File: src/rtl/hole_alloc_pkg.sv
package hole_alloc_pkg;

  typedef enum logic [1:0] {
    FIT_FIRST     = 2'd0,
    FIT_BEST      = 2'd1,
    FIT_WORST     = 2'd2,
    FIT_FIRST_ALT = 2'd3
  } fit_e;

  typedef enum logic {
    OP_ALLOC = 1'b0,
    OP_FREE  = 1'b1
  } op_e;

  typedef enum logic [1:0] {
    ST_IDLE,
    ST_SCAN,
    ST_FREE,
    ST_RESP
  } state_e;

endpackage

File: src/rtl/hole_table.sv
module hole_table #(
  parameter int N  = 16,
  parameter int AW = 16,
  localparam int IW = $clog2(N)
) (
  input  logic          clk,
  input  logic          rst_n,
  input  logic [IW-1:0] scan_idx,
  output logic          scan_valid,
  output logic [AW-1:0] scan_len,
  input  logic [IW-1:0] pick_idx,
  output logic [AW-1:0] pick_base,
  input  logic          shr_en,
  input  logic [IW-1:0] shr_idx,
  input  logic [AW-1:0] shr_size,
  input  logic          ins_en,
  input  logic [IW-1:0] ins_idx,
  input  logic [AW-1:0] ins_base,
  input  logic [AW-1:0] ins_len,
  output logic [N-1:0]  occ
);

  logic [AW-1:0] base_q [N];
  logic [AW-1:0] len_q  [N];
  logic [N-1:0]  vld_q;

  always_ff @(posedge clk or negedge rst_n) begin
    if (!rst_n) begin
      vld_q <= '0;
      for (int i = 0; i < N; i++) begin
        base_q[i] <= '0;
        len_q[i]  <= '0;
      end
    end else begin
      for (int i = 0; i < N; i++) begin
        if (shr_en && shr_idx == IW'(i)) begin
          base_q[i] <= base_q[i] + shr_size;
          len_q[i]  <= len_q[i] - shr_size;
          vld_q[i]  <= (len_q[i] != shr_size);
        end else if (ins_en && ins_idx == IW'(i)) begin
          base_q[i] <= ins_base;
          len_q[i]  <= ins_len;
          vld_q[i]  <= 1'b1;
        end
      end
    end
  end

  assign scan_valid = vld_q[scan_idx];
  assign scan_len   = len_q[scan_idx];
  assign pick_base  = base_q[pick_idx];
  assign occ        = vld_q;

endmodule

File: src/rtl/slot_finder.sv
module slot_finder #(
  parameter int N = 16,
  localparam int IW = $clog2(N)
) (
  input  logic [N-1:0]  occ,
  output logic          has_slot,
  output logic [IW-1:0] slot_idx
);

  always_comb begin
    has_slot = 1'b0;
    slot_idx = '0;
    for (int i = N - 1; i >= 0; i--) begin
      if (!occ[i]) begin
        has_slot = 1'b1;
        slot_idx = IW'(i);
      end
    end
  end

endmodule

File: src/rtl/fit_scan.sv
module fit_scan
  import hole_alloc_pkg::*;
#(
  parameter int N  = 16,
  parameter int AW = 16,
  localparam int IW = $clog2(N)
) (
  input  logic          clk,
  input  logic          rst_n,
  input  logic          start,
  input  fit_e          policy,
  input  logic [AW-1:0] need,
  output logic [IW-1:0] idx,
  input  logic          ent_valid,
  input  logic [AW-1:0] ent_len,
  output logic          done,
  output logic          hit,
  output logic [IW-1:0] hit_idx
);

  logic          busy;
  logic [AW-1:0] hit_len;
  logic          fits, better, take, last, stop, is_first;

  always_comb begin
    is_first = (policy != FIT_BEST) && (policy != FIT_WORST);
    fits     = ent_valid && (ent_len >= need);
    unique case (policy)
      FIT_BEST:  better = !hit || (ent_len < hit_len);
      FIT_WORST: better = !hit || (ent_len > hit_len);
      default:   better = !hit;
    endcase
    take = busy && fits && better;
    last = (idx == IW'(N - 1));
    stop = busy && (last || (is_first && fits));
  end

  always_ff @(posedge clk or negedge rst_n) begin
    if (!rst_n) begin
      busy    <= 1'b0;
      idx     <= '0;
      hit     <= 1'b0;
      hit_idx <= '0;
      hit_len <= '0;
      done    <= 1'b0;
    end else begin
      done <= stop;
      if (start) begin
        busy <= 1'b1;
        idx  <= '0;
        hit  <= 1'b0;
      end else if (busy) begin
        if (take) begin
          hit     <= 1'b1;
          hit_idx <= idx;
          hit_len <= ent_len;
        end
        if (stop) busy <= 1'b0;
        else      idx  <= idx + 1'b1;
      end
    end
  end

endmodule

File: src/rtl/hole_alloc.sv
module hole_alloc
  import hole_alloc_pkg::*;
#(
  parameter int N  = 16,
  parameter int AW = 16
) (
  input  logic          clk,
  input  logic          rst_n,
  input  logic          req_valid,
  output logic          req_ready,
  input  logic          req_op,
  input  logic [1:0]    req_policy,
  input  logic [AW-1:0] req_size,
  input  logic [AW-1:0] req_addr,
  output logic          rsp_valid,
  input  logic          rsp_ready,
  output logic          rsp_ok,
  output logic [AW-1:0] rsp_addr
);

  localparam int IW = $clog2(N);

  state_e        state;
  fit_e          pol_q;
  logic [AW-1:0] size_q, addr_q;
  logic          accept, scan_start;
  logic [IW-1:0] scan_idx, hit_idx, slot_idx;
  logic          scan_valid, scan_done, scan_hit, has_slot;
  logic [AW-1:0] scan_len, pick_base;
  logic [N-1:0]  occ;
  logic          shr_en, ins_en;

  assign req_ready  = (state == ST_IDLE);
  assign rsp_valid  = (state == ST_RESP);
  assign accept     = req_valid && req_ready;
  assign scan_start = accept && (op_e'(req_op) == OP_ALLOC) && (req_size != '0);
  assign shr_en     = (state == ST_SCAN) && scan_done && scan_hit;
  assign ins_en     = (state == ST_FREE) && has_slot;

  always_ff @(posedge clk or negedge rst_n) begin
    if (!rst_n) begin
      state    <= ST_IDLE;
      pol_q    <= FIT_FIRST;
      size_q   <= '0;
      addr_q   <= '0;
      rsp_ok   <= 1'b0;
      rsp_addr <= '0;
    end else begin
      unique case (state)
        ST_IDLE: if (accept) begin
          pol_q  <= fit_e'(req_policy);
          size_q <= req_size;
          addr_q <= req_addr;
          if (req_size == '0) begin
            rsp_ok   <= 1'b0;
            rsp_addr <= '0;
            state    <= ST_RESP;
          end else if (op_e'(req_op) == OP_ALLOC) begin
            state <= ST_SCAN;
          end else begin
            state <= ST_FREE;
          end
        end
        ST_SCAN: if (scan_done) begin
          rsp_ok   <= scan_hit;
          rsp_addr <= scan_hit ? pick_base : '0;
          state    <= ST_RESP;
        end
        ST_FREE: begin
          rsp_ok   <= has_slot;
          rsp_addr <= has_slot ? addr_q : '0;
          state    <= ST_RESP;
        end
        ST_RESP: if (rsp_ready) state <= ST_IDLE;
        default: state <= ST_IDLE;
      endcase
    end
  end

  hole_table #(.N(N), .AW(AW)) u_table (
    .clk       (clk),
    .rst_n     (rst_n),
    .scan_idx  (scan_idx),
    .scan_valid(scan_valid),
    .scan_len  (scan_len),
    .pick_idx  (hit_idx),
    .pick_base (pick_base),
    .shr_en    (shr_en),
    .shr_idx   (hit_idx),
    .shr_size  (size_q),
    .ins_en    (ins_en),
    .ins_idx   (slot_idx),
    .ins_base  (addr_q),
    .ins_len   (size_q),
    .occ       (occ)
  );

  slot_finder #(.N(N)) u_slot (
    .occ     (occ),
    .has_slot(has_slot),
    .slot_idx(slot_idx)
  );

  fit_scan #(.N(N), .AW(AW)) u_scan (
    .clk      (clk),
    .rst_n    (rst_n),
    .start    (scan_start),
    .policy   (pol_q),
    .need     (size_q),
    .idx      (scan_idx),
    .ent_valid(scan_valid),
    .ent_len  (scan_len),
    .done     (scan_done),
    .hit      (scan_hit),
    .hit_idx  (hit_idx)
  );

endmodule

File: config.mk
export PLATFORM = sky130hd
export DESIGN_NAME = hole_alloc
export DESIGN_NICKNAME = d
export VERILOG_FILES = /design/src/rtl/hole_alloc_pkg.sv /design/src/rtl/hole_table.sv /design/src/rtl/slot_finder.sv /design/src/rtl/fit_scan.sv /design/src/rtl/hole_alloc.sv
export SDC_FILE = /design/constraint.sdc
export NUM_CORES = 2
export LEC_CHECK = 0
export BUFFER_PORTS_ARGS = -buffer_cell sky130_fd_sc_hd__buf_2
export CORE_MARGIN = 4
export CORE_UTILIZATION = 58
export DETAILED_ROUTE_END_ITERATION = 8
export PLACE_DENSITY = 0.74
export SYNTH_ARGS = -nofsm -noshare
export SYNTH_HDL_FRONTEND = slang
export SYNTH_SLANG_ARGS = --single-unit
File: constraint.sdc
create_clock -name clk -period 6.1 [get_ports clk]
set_input_delay 0.305 -clock clk [delete_from_list [all_inputs] [get_ports clk]]
set_output_delay 0.305 -clock clk [all_outputs]
set_load 0.02 [all_outputs]
==> flow_summary.json <==
{
  "run_status": "finished clean",
  "syn_area_mm2": 0.0543,
  "yosys.area_share.simple_pct": 15.8,
  "crit_type": "flip-flop to flip-flop",
  "r2r-start": "u_scan.idx[0]",
  "dp.cells": 7215,
  "netlist_top_cells_count": "dfrtp_1, nand2_1, o21ai_0, ha_1, a21oi_1",
  "yosysMostFrequentCell": "dfrtp_1",
  "cp.required_ps": 6640,
  "area_growth_pct": 8.66,
  "die_area_mm2": 0.0986,
  "detail_route.iter0.violations": 5951,
  "power.total_uw": 33200,
  "final_cells": 7395,
  "ys_ff_latch": 608,
  "insertion_delay_ps": 660,
  "tns_ps": 0,
  "critPathMaxStageDelay_ps": 750,
  "crit_cells": 13,
  "fp.dieH_um": 314,
  "dr_total_vias": 50300,
  "power_density_mw_per_mm2": 563,
  "worstPathMaxFanout": 25,
  "leakage_uw": 0.0262,
  "viasPerCell": 6.80,
  "start_util_pct": 58.9,
  "setup_violations": 0,
  "crit_slowest_cell": "dfrtp_4",
  "synth_nets": 6704,
  "grt_pass1_wl_um": 287000,
  "skew_ps": 26.0,
  "synthesis.instances": 6114,
  "worstPathArrival_ps": 5410,
  "core-area_mm2": 0.0922,
  "hold_viol": 0,
  "cts-resized-gates": 0,
  "reg2reg_depth": 13,
  "synth_top_family_by_area": "compound AO/OA/AOI/OAI gates",
  "crit_start": "u_scan.idx[0]",
  "synth_top_area_cell": "dfrtp_1",
  "synth-compound-area-share_pct": 19.2,
  "portBuffers": 57,
  "first_pass_iters": 6,
  "crit_path_cell_trace": "buf_4, mux4_2, mux4_2, ha_1, a21o_1, a21o_1, a21oi_1, o211ai_1, o31a_1, mux2i_1, a211oi_4, buf_4, mux2_2",
  "antenna_left": 0,
  "grt_max_degree": 151,
  "fin_area_mm2": 0.0590,
  "tightest_slew_ps": 1420,
  "cts_root_buffer": "clkbuf_16",
  "synth_edf_count": 0,
  "maxCapViolations": 0,
  "rsz0062_at_grt": "false",
  "cts_tree": "done",
  "startpoint_type": "flip-flop",
  "cp_top_family": "multiplexers",
  "grt_overflow": 0,
  "fillers": 7713,
  "clk_path_buf_depth": 3,
  "grt_pass1_vias": 47400,
  "whs_path_depth": 4,
  "pin_count": 58,
  "drc_errors": 0,
  "pre_cts_ws_ps": 1290,
  "synthArstFlopShare_pct": 100,
  "avgSynthCellArea_um2": 8.88,
  "crit_buf_inv": 2,
  "place_area_mm2": 0.0559,
  "ir_drop_mv": 0.428,
  "ctsHtreeMaxLevel": 3,
  "synth_flop_cell": "dfrtp_1",
  "path_clk_slew_ps": 60,
  "synthXorXnorAreaFrac_pct": 5.46,
  "setup_ws_ps": 1230,
  "synth_area_leaders": "dfrtp_1, ha_1, mux4_2",
  "netlist.area_leader.share_pct": 28.0,
  "final_max_slew_viol_count": 0,
  "hp-start": "req_op",
  "die_width_um": 314,
  "synthMuxAreaShare_pct": 14.6,
  "yosys.area_share.adder_pct": 13.1,
  "layout-drive-gt1-share_pct": 11.3,
  "avgRoutedWirePerCell_um": 25.6,
  "synth_cell_types": 93,
  "min_path_type": "primary input to flip-flop",
  "fin_nets": 6675,
  "period_share_pct": 79.8,
  "synth_warnings": 0,
  "routed_wl_um": 189000,
  "setup.worst_path.end_class": "flip-flop",
  "hpwl_um": 135000,
  "clock_sinks": 608,
  "seq_area_frac_synth_pct": 28.0,
  "grt_use_total_pct": 37.7,
  "antenna_found_initial": 16,
  "cts_buffers": 77,
  "regToRegSetupSlack_ps": 1230,
  "row_count": 111,
  "max_slew_margin_pct": 4.71,
  "gp_congestion": 1.03,
  "fmax_mhz": 205,
  "layout_min_cycle_time_ps": 4870
}
## what timing repair did
action	CTS	global route
endpoints found under the hold margin	120	0
hold buffers	34	0
setup buffers	0	0
## flip-flops by register name, indices dropped and copies added (netlist names), 4 cells and up
name            count
u_scan.hit_len     16
addr_q             16
u_table.base_q    256
u_table.len_q     256
rsp_addr           16
u_table.occ        16
size_q             16
u_scan.hit_idx      4
u_scan.idx          4
## where the power goes
group / internal [uW] / total (uW) / switching, uW
clock network: 3040 / 5030 / 2000
logic: 8700 / 20800 / 12100
registers: 5160 / 7410 / 2250
## layout make-up
type | instances | area (um2) | share of cell area [%]
Multi-Input combinational cell | 4991 | 37200 | 63.0
Timing Repair Buffer | 198 | 1510 | 2.57
Inverter | 209 | 786 | 1.33
Sequential cell | 608 | 15200 | 25.8
Antenna cell | 7 | 17.5 | 0.0297
Clock inverter | 31 | 463 | 0.784
Tap cell | 1243 | 1560 | 2.64
Clock buffer | 108 | 2250 | 3.81
## metal layers
| layer | track usage [%] | part of all wire, % | up-vias |
|---|---|---|---|
| li1 | - | - | 22500 |
| met1 | 51.5 | 40 | 24300 |
| met2 | 56.1 | 43 | 2884 |
| met3 | 10.9 | 13 | 537 |
| met4 | 15.9 | 4.6 | 12 |
| met5 | 0.198 | 0.069 | - |
## metrics by stage
step	hold WS, ps	util [%]
2_1_floorplan	9.41	-
3_3_place_gp	425	60.7
3_5_place_dp	431	60.7
4_1_cts	59.2	64.0
5_1_grt	129	64.0
6_report	110	64.0
## worst min-delay path: stages
cell and delay, ps:
buf_2 180, nand3_1 90, o211ai_1 70, o21ai_0 70
## placed cells by master (no fill, tap or decap), types with 56 or more instances in the layout
cell type  instances
nand2_1          605
nor2b_1          105
clkbuf_16         80
nor3_1           155
nand4_1           56
nand3_1          127
buf_2             56
o21ai_0          567
a31oi_1           97
inv_1            195
buf_4            101
a211oi_1         104
ha_1             519
nor2_1           425
mux2i_1          280
mux2_2           129
xor2_1           120
or3_1             97
xnor2_1          216
dfrtp_1          594
a21o_1           101
a21oi_1          436
o21a_1            61
mux4_2           164
## path summary, 6_finish.rpt
kind,endpoint
max in group asynchronous,u_table.len_q[88]
min,state[0]
min in group asynchronous,u_table.len_q[223]
max reg2reg,u_scan.hit_len[15]
max,u_scan.hit_len[15]
min reg2reg,rsp_addr[1]
## kinds of logic (layout without fill, tap and decap cells)
family                     Yosys count  count (layout)
muxes                              573             573
DFF                                608             608
adders and majority gates          551             551
other                                0               7
and+or+nand+nor                   1827            1827
AOI/OAI and AO/OA                 1703            1703
buffers and inverters              515             546
xor gates and xnor gates           337             337
Note: power is estimated with default switching activity, not from simulation.
